[config.mk]
export PLATFORM = sky130hd
export DESIGN_NAME = fracn_ratio_sel
export DESIGN_NICKNAME = d
export VERILOG_FILES = /design/src/rtl/frs_pkg.sv /design/src/rtl/frs_ratio_store.sv /design/src/rtl/frs_ratio_scale.sv /design/src/rtl/frs_clk_sense.sv /design/src/rtl/fracn_ratio_sel.sv
export SDC_FILE = /design/constraint.sdc
export NUM_CORES = 1
export LEC_CHECK = 0
export ABC_AREA = 0
export BUFFER_PORTS_ARGS = -buffer_cell sky130_fd_sc_hd__buf_2
export CAP_MARGIN = 5
export CORE_ASPECT_RATIO = 0.6
export CORE_UTILIZATION = 62
export DETAILED_ROUTE_END_ITERATION = 10
export PLACE_DENSITY_LB_ADDON = 0.2
export RECOVER_POWER = 100
export SYNTH_ARGS = -nofsm -noshare
export SYNTH_HDL_FRONTEND = slang
export SYNTH_SLANG_ARGS = --single-unit
[constraint.sdc]
create_clock -name clk -period 10.3 [get_ports clk]
set_input_delay 1.545 -clock clk [delete_from_list [all_inputs] [get_ports clk]]
set_output_delay 1.545 -clock clk [all_outputs]
set_load 0.02 [all_outputs]
[src/rtl/frs_pkg.sv]
package frs_pkg;

  typedef enum logic [1:0] {
    RMOD_X1   = 2'b00,
    RMOD_X2   = 2'b01,
    RMOD_X4   = 2'b10,
    RMOD_HALF = 2'b11
  } rmod_e;

  // left shift contributed by the modifier (the halving code contributes none)
  function automatic logic [2:0] rmod_up(input logic [1:0] code);
    case (code)
      RMOD_X2: rmod_up = 3'd1;
      RMOD_X4: rmod_up = 3'd2;
      default: rmod_up = 3'd0;
    endcase
  endfunction

  // left shift that undoes the reference pre-divider
  function automatic logic [2:0] rdiv_up(input logic [1:0] code);
    case (code)
      2'b00:   rdiv_up = 3'd2;
      2'b01:   rdiv_up = 3'd1;
      default: rdiv_up = 3'd0;
    endcase
  endfunction

endpackage

[src/rtl/frs_ratio_store.sv]
module frs_ratio_store #(
  parameter int NUM_RATIOS = 4,
  parameter int RATIO_W    = 32,
  localparam int IDX_W     = $clog2(NUM_RATIOS)
) (
  input  logic               clk,
  input  logic               rst,
  input  logic               wr_en_i,
  input  logic [IDX_W-1:0]   wr_idx_i,
  input  logic [RATIO_W-1:0] wr_data_i,
  input  logic [IDX_W-1:0]   rd_idx_i,
  output logic [RATIO_W-1:0] rd_word_o
);

  logic [RATIO_W-1:0] slots [NUM_RATIOS];

  // write port, no reset so the array maps to block RAM
  always_ff @(posedge clk) begin
    if (wr_en_i) slots[wr_idx_i] <= wr_data_i;
  end

  // registered read port (read-before-write on a colliding address)
  always_ff @(posedge clk) begin
    if (rst) rd_word_o <= '0;
    else     rd_word_o <= slots[rd_idx_i];
  end

endmodule

[src/rtl/frs_ratio_scale.sv]
module frs_ratio_scale
  import frs_pkg::*;
#(
  parameter int RATIO_W  = 32,
  parameter int FRAC_A   = 20,
  parameter int FRAC_B   = 12,
  parameter int OUT_W    = 64,
  parameter int OUT_FRAC = 32,
  localparam int SH_A    = OUT_FRAC - FRAC_A,
  localparam int SH_B    = OUT_FRAC - FRAC_B,
  localparam int MAX_UP  = 4
) (
  input  logic               clk,
  input  logic               rst,
  input  logic [RATIO_W-1:0] word_i,
  input  logic               fmt_b_i,
  input  logic [1:0]         rmod_i,
  input  logic [1:0]         rdiv_i,
  output logic [OUT_W-1:0]   ratio_o
);

  logic [OUT_W-1:0] base;
  logic [OUT_W-1:0] scaled;
  logic [2:0]       up_r;
  logic [2:0]       up_d;
  logic             halve;

  always_comb begin
    base  = fmt_b_i ? (OUT_W'(word_i) << SH_B) : (OUT_W'(word_i) << SH_A);
    up_r  = rmod_up(rmod_i);
    up_d  = rdiv_up(rdiv_i);
    halve = (rmod_i == RMOD_HALF);
    if (halve) begin
      if (up_d == 3'd0) scaled = base >> 1;
      else              scaled = base << (up_d - 3'd1);
    end else begin
      scaled = base << (up_r + up_d);
    end
  end

  always_ff @(posedge clk) begin
    if (rst) ratio_o <= '0;
    else     ratio_o <= scaled;
  end

  // the widened word must leave room for the largest left shift
  AST_NO_OVERFLOW: assert property (@(posedge clk) disable iff (rst)
    (!halve && (up_r + up_d) != 3'd0) |-> ((base >> (OUT_W - MAX_UP)) == '0));

  // the halving code with divide-by-1 correction yields half the previous base
  AST_HALF_EXACT: assert property (@(posedge clk) disable iff (rst)
    (halve && up_d == 3'd0) |=> (ratio_o == ($past(base) >> 1)));

endmodule

[src/rtl/frs_clk_sense.sv]
module frs_clk_sense #(
  parameter int WIN_CYC  = 1024,
  parameter int MISS_WIN = 2,
  localparam int CW      = $clog2(WIN_CYC),
  localparam int MW      = $clog2(MISS_WIN + 1)
) (
  input  logic clk,
  input  logic rst,
  input  logic ref_i,
  output logic present_o
);

  logic [2:0]    sync_q;
  logic          ref_edge;
  logic [CW-1:0] win_cnt;
  logic          win_end;
  logic          seen_q;
  logic [MW-1:0] miss_q;

  always_comb begin
    ref_edge = sync_q[1] & ~sync_q[2];
    win_end  = (win_cnt == CW'(WIN_CYC - 1));
  end

  always_ff @(posedge clk) begin
    if (rst) begin
      sync_q    <= '0;
      win_cnt   <= '0;
      seen_q    <= 1'b0;
      miss_q    <= '0;
      present_o <= 1'b0;
    end else begin
      sync_q  <= {sync_q[1:0], ref_i};
      win_cnt <= win_end ? '0 : win_cnt + CW'(1);
      if (win_end) begin
        seen_q <= 1'b0;
        if (seen_q || ref_edge) begin
          present_o <= 1'b1;
          miss_q    <= '0;
        end else if (miss_q >= MW'(MISS_WIN - 1)) begin
          present_o <= 1'b0;
        end else begin
          miss_q <= miss_q + MW'(1);
        end
      end else if (ref_edge) begin
        seen_q <= 1'b1;
      end
    end
  end

  AST_PRESENT_RISE: assert property (@(posedge clk) disable iff (rst)
    $rose(present_o) |-> $past(win_end));

  AST_PRESENT_FALL: assert property (@(posedge clk) disable iff (rst)
    $fell(present_o) |-> ($past(win_end) && !$past(seen_q)));

endmodule

[src/rtl/fracn_ratio_sel.sv]
module fracn_ratio_sel
  import frs_pkg::*;
#(
  parameter int NUM_RATIOS = 4,
  parameter int RATIO_W    = 32,
  parameter int FRAC_A     = 20,
  parameter int FRAC_B     = 12,
  parameter int OUT_W      = 64,
  parameter int OUT_FRAC   = 32,
  parameter int WIN_CYC    = 1024,
  parameter int MISS_WIN   = 2,
  localparam int IDX_W     = $clog2(NUM_RATIOS)
) (
  input  logic               clk,
  input  logic               rst,
  input  logic               wr_en_i,
  input  logic [IDX_W-1:0]   wr_idx_i,
  input  logic [RATIO_W-1:0] wr_data_i,
  input  logic               dyn_mode_i,
  input  logic [IDX_W-1:0]   mode_pins_i,
  input  logic [IDX_W-1:0]   lock_idx_i,
  input  logic               fmt_wide_i,
  input  logic [1:0]         rmod_sel_i,
  input  logic [1:0]         refdiv_sel_i,
  input  logic               manual_src_i,
  input  logic               src_dyn_bit_i,
  input  logic               force_manual_i,
  input  logic               ref_clk_i,
  input  logic [OUT_W-1:0]   dpll_ratio_i,
  output logic [OUT_W-1:0]   eff_ratio_o,
  output logic [OUT_W-1:0]   fracn_word_o,
  output logic               use_dynamic_o,
  output logic               ref_present_o
);

  logic [IDX_W-1:0]   rd_idx;
  logic               manual_sel;
  logic [RATIO_W-1:0] word_a;
  logic               fmt_a;
  logic [1:0]         rmod_a;
  logic [1:0]         rdiv_a;
  logic               src_a;
  logic               src_b;
  logic [OUT_W-1:0]   dpll_a;
  logic [OUT_W-1:0]   dpll_b;
  logic [2:0]         pipe_cnt;

  always_comb begin
    rd_idx     = dyn_mode_i ? lock_idx_i : mode_pins_i;
    manual_sel = manual_src_i | force_manual_i;
  end

  frs_ratio_store #(
    .NUM_RATIOS (NUM_RATIOS),
    .RATIO_W    (RATIO_W)
  ) store_i (
    .clk       (clk),
    .rst       (rst),
    .wr_en_i   (wr_en_i),
    .wr_idx_i  (wr_idx_i),
    .wr_data_i (wr_data_i),
    .rd_idx_i  (rd_idx),
    .rd_word_o (word_a)
  );

  frs_clk_sense #(
    .WIN_CYC  (WIN_CYC),
    .MISS_WIN (MISS_WIN)
  ) sense_i (
    .clk       (clk),
    .rst       (rst),
    .ref_i     (ref_clk_i),
    .present_o (ref_present_o)
  );

  // stage A: settings aligned with the store read
  always_ff @(posedge clk) begin
    if (rst) begin
      fmt_a  <= 1'b0;
      rmod_a <= '0;
      rdiv_a <= '0;
      src_a  <= 1'b0;
      dpll_a <= '0;
    end else begin
      fmt_a  <= dyn_mode_i & fmt_wide_i;
      rmod_a <= rmod_sel_i;
      rdiv_a <= refdiv_sel_i;
      src_a  <= manual_sel ? src_dyn_bit_i : ref_present_o;
      dpll_a <= dpll_ratio_i;
    end
  end

  // stage B: effective ratio
  frs_ratio_scale #(
    .RATIO_W  (RATIO_W),
    .FRAC_A   (FRAC_A),
    .FRAC_B   (FRAC_B),
    .OUT_W    (OUT_W),
    .OUT_FRAC (OUT_FRAC)
  ) scale_i (
    .clk     (clk),
    .rst     (rst),
    .word_i  (word_a),
    .fmt_b_i (fmt_a),
    .rmod_i  (rmod_a),
    .rdiv_i  (rdiv_a),
    .ratio_o (eff_ratio_o)
  );

  always_ff @(posedge clk) begin
    if (rst) begin
      src_b  <= 1'b0;
      dpll_b <= '0;
    end else begin
      src_b  <= src_a;
      dpll_b <= dpll_a;
    end
  end

  // stage C: registered source mux, glitch-free select
  always_ff @(posedge clk) begin
    if (rst) begin
      fracn_word_o  <= '0;
      use_dynamic_o <= 1'b0;
    end else begin
      fracn_word_o  <= src_b ? dpll_b : eff_ratio_o;
      use_dynamic_o <= src_b;
    end
  end

  always_ff @(posedge clk) begin
    if (rst)                  pipe_cnt <= '0;
    else if (pipe_cnt != 3'd4) pipe_cnt <= pipe_cnt + 3'd1;
  end

  AST_MANUAL_SRC: assert property (@(posedge clk) disable iff (rst)
    (pipe_cnt == 3'd4 && $past(manual_sel, 3)) |-> (use_dynamic_o == $past(src_dyn_bit_i, 3)));

  AST_AUTO_SRC: assert property (@(posedge clk) disable iff (rst)
    (pipe_cnt == 3'd4 && !$past(manual_sel, 3)) |-> (use_dynamic_o == $past(ref_present_o, 3)));

  AST_DYN_WORD: assert property (@(posedge clk) disable iff (rst)
    (pipe_cnt == 3'd4 && use_dynamic_o) |-> (fracn_word_o == $past(dpll_ratio_i, 3)));

endmodule

==> flow_summary.ini <==
[outcome]
status = finished with violations
violations = capacitance limit, slew limit

[clock_tree]
clk_pin_slew_ns = 0.06
cts-buffers-inserted = 38
numClockSinks = 425
postCtsHoldBufs = 0
insertion_delay_ns = 0.55
cts_tree = yes
cts_resized = 0
clockRootBuffer = clkbuf_16
clockBufferDepth = 3
post_cts_buffers = 0
h-tree-depth = 2

[synth]
yosysMostFrequentCell = dfxtp_1
synth.largest_area_cell = dfxtp_1
synth.distinct_cells = 70
synth_area_leaders = dfxtp_1 34%, edfxtp_1 22%, mux4_2 8.6%
avgSynthCellArea_sq_um = 12.4
synth_edf_count = 128
synthCells = 1393
ys_warn_count = 0
synth-async-reset-ratio_pct = 0
ys_seq_area_share_pct = 56.6
yosys.area.top_type_share_pct = 34.3
synth_common_cells = 297 x dfxtp_1, 152 x nor2b_1, 128 x edfxtp_1
syn_area_sq_um = 17300
synth-seq-cells = 425
ys.flop_type = dfxtp_1

[setup_path]
cp-start-kind = register
crit_arrival_ns = 7.21
reg2regPathDepth = 10
critPathRequiredTime_ns = 10.52
path_cells = clkbuf_1 -> nor2b_1 -> inv_1 -> ha_1 -> clkbuf_1 -> nor2_1 -> nand2_1 -> o22ai_1 -> a21oi_1 -> o221ai_1
crit_fanout = 46
slowest_delay_ns = 1.67
r2r_start = rdiv_a[1]$_SDFF_PP0_
cpMostUsedCell = clkbuf_1
end_kind = register
crit_path_top_delay_cell = clkbuf_1
crit_type = reg2reg
r2r-end = scale_i.ratio_o[20]$_SDFF_PP0_
reg2reg_slack_ns = 3.31

[min_path]
holdCritPathClass = reg2reg
min_from = dpll_b[62]$_SDFF_PP0_
hold_depth = 1
hold_end = fracn_word_o[62]$_SDFF_PP0_

[final_layout]
drive_above_1_share_pct = 15.9
multi_input_area_sq_um = 6950
seq_area_sq_um = 9790
fillers = 1912
area_growth_pct = 13.1
nNetsFinal = 1709
post-route-cell-area_sq_um = 19600
finalNonFillerCells = 1980
final_core_utilization_pct = 72.7
n_antenna_cell = 0

[sta]
fmax_mhz = 143
setup_viol = 0
finalSetupTns_ns = 0
finalCritPeriodShare_pct = 67.8
worstMarginPinSlew_ns = 3.69
slew_headroom_pct = -146
finClkSkew_ns = 0.0268
rsz0062_at_grt = false
fin_crit_ns = 6.99
slew_violations = 540
hold_viol = 0

[route]
routed_wl_mm = 45.0
drt_iter0_markers = 1590
drtAntennaViolNets = 0
wire_per_inst_microns = 22.7
via_per_inst = 6.08
drt_pre_antenna_iters = 6
drc = 0
vias = 12000

[grt]
grt_max_degree = 90
grt_pass1_vias = 11700
grt_usage_pct = 31.8
antenna_found_initial = 0
grt_pass1_wl_mm = 68.8
grt_overflow_total = 0

[pwr]
power_frac_comb_pct = 13.5
powerDensity_nw_per_um2 = 195
switchingPower_mw = 0.982
clockPowerShare_pct = 37.3
intPower_mw = 2.83
seqPwrFrac_pct = 49.3
peakVddDrop_v = 0.000181
p_sw_share_pct = 25.8
power_leakage_nw = 7.08

[place]
globalplace.congestion = 1.01
io_buffers = 228
dp_hpwl_mm = 31.1
postPlaceCellArea_sq_um = 18600
dp.cells = 1910

[floorplan]
pin_count = 245
die_h_microns = 131
core_sq_um = 26900
die_w_microns = 218
start_util_pct = 64.3
rows = 46
dieArea_sq_um = 28600

[run]
maxCapViolations = 13
## sequential cells by signal, indices dropped and copies added (netlist names), 2 cells and up
register and count:
dpll_a 64, dpll_b 64, fracn_word_o 64, rdiv_a 2
rmod_a 2, scale_i.ratio_o 48, sense_i.miss_q 2, sense_i.sync_q 3
sense_i.win_cnt 10, store_i.rd_word_o 32, store_i.slots 128
## critical path: cells and delay by family, from the launching register on
| kind | cells | cell delay, ns |
|---|---|---|
| DFF | 1 | 0.31 |
| buffers and inverters | 3 | 3.15 |
| adders and majority gates | 1 | 0.19 |
| and+or+nand+nor | 3 | 2.55 |
| AOI/OAI and AO/OA | 3 | 0.47 |
## cell type report
| type | instances | area share [%] |
|---|---|---|
| repair buffers | 249 | 5.46 |
| multi-input cells | 864 | 35.5 |
| clock buffers | 58 | 6.09 |
| well taps | 360 | 2.30 |
| clock inverters | 12 | 0.396 |
| inverters | 12 | 0.230 |
| flip-flops and latches | 425 | 50.0 |
## worst max-delay path by stage
stage	startpoint	end	slack (ns)	depth (start not counted)
2_1_floorplan	wr_idx_i[1]	store_i.slots[0][0]$_DFFE_PP_	5.88	1
3_3_place_gp	rdiv_a[1]$_SDFF_PP0_	scale_i.ratio_o[31]$_SDFF_PP0_	6.39	10
3_5_place_dp	rdiv_a[1]$_SDFF_PP0_	scale_i.ratio_o[31]$_SDFF_PP0_	6.39	10
4_1_cts	rdiv_a[1]$_SDFF_PP0_	scale_i.ratio_o[31]$_SDFF_PP0_	6.39	10
5_1_grt	rdiv_a[1]$_SDFF_PP0_	scale_i.ratio_o[20]$_SDFF_PP0_	3.15	10
6_report	rdiv_a[1]$_SDFF_PP0_	scale_i.ratio_o[20]$_SDFF_PP0_	3.31	10
## per-stage QoR
stage / worst slack, ns / total power [mW] / hold WS [ns]
detailed placement: 6.39 / 2.42 / 0.410
global placement: 6.39 / 2.41 / 0.408
CTS: 6.39 / 3.82 / 0.424
finish: 3.31 / 3.81 / 0.423
global route: 3.15 / 3.93 / 0.435
floorplan: 5.88 / 2.25 / 0.406
## routing by layer
layer	wire, microns	track usage (%)	up-vias
met3	5430	9.79	93
met5	0	0	-
met4	860	8.26	0
met1	20200	47.9	5850
li1	-	-	5381
met2	18500	44.3	718
## cell usage in the layout, fill, tap and decap left out, types with 12 or more instances in the layout
master	n
and2_0	35
nand2_1	63
buf_2	80
mux2i_1	121
a21oi_1	43
clkbuf_1	167
nor2b_1	153
nor2_1	112
mux2_2	31
o22ai_1	12
mux4_2	66
edfxtp_1	128
conb_1	16
and2_1	22
clkbuf_16	42
dfxtp_1	295
o21ai_0	39
a221oi_1	17
nor3_1	15
## cells by family (layout without fill, tap and decap cells)
| group | after synthesis | count (layout) | share of synthesized area, % |
|---|---|---|---|
| AND/OR/NAND/NOR | 435 | 435 | 13.1 |
| other | 1 | 16 | 0.0217 |
| multiplexers | 232 | 232 | 19.4 |
| flip-flops | 425 | 425 | 56.6 |
| adder cells (fa/ha/maj) | 4 | 4 | 0.333 |
| XOR/XNOR | 10 | 10 | 0.614 |
| AO/OA/AOI/OAI | 167 | 167 | 6.32 |
| buffers and inverters | 119 | 331 | 3.62 |
## power by group through the flow
stage	clock, mW	combinational, mW	sequential [mW]
floorplan	0	0.333	1.91
global route	1.50	0.547	1.88
global placement	0	0.509	1.90
detailed placement	0	0.512	1.90
finish	1.42	0.513	1.88
CTS	1.44	0.514	1.87
Note: power is estimated with default switching activity, not from simulation.
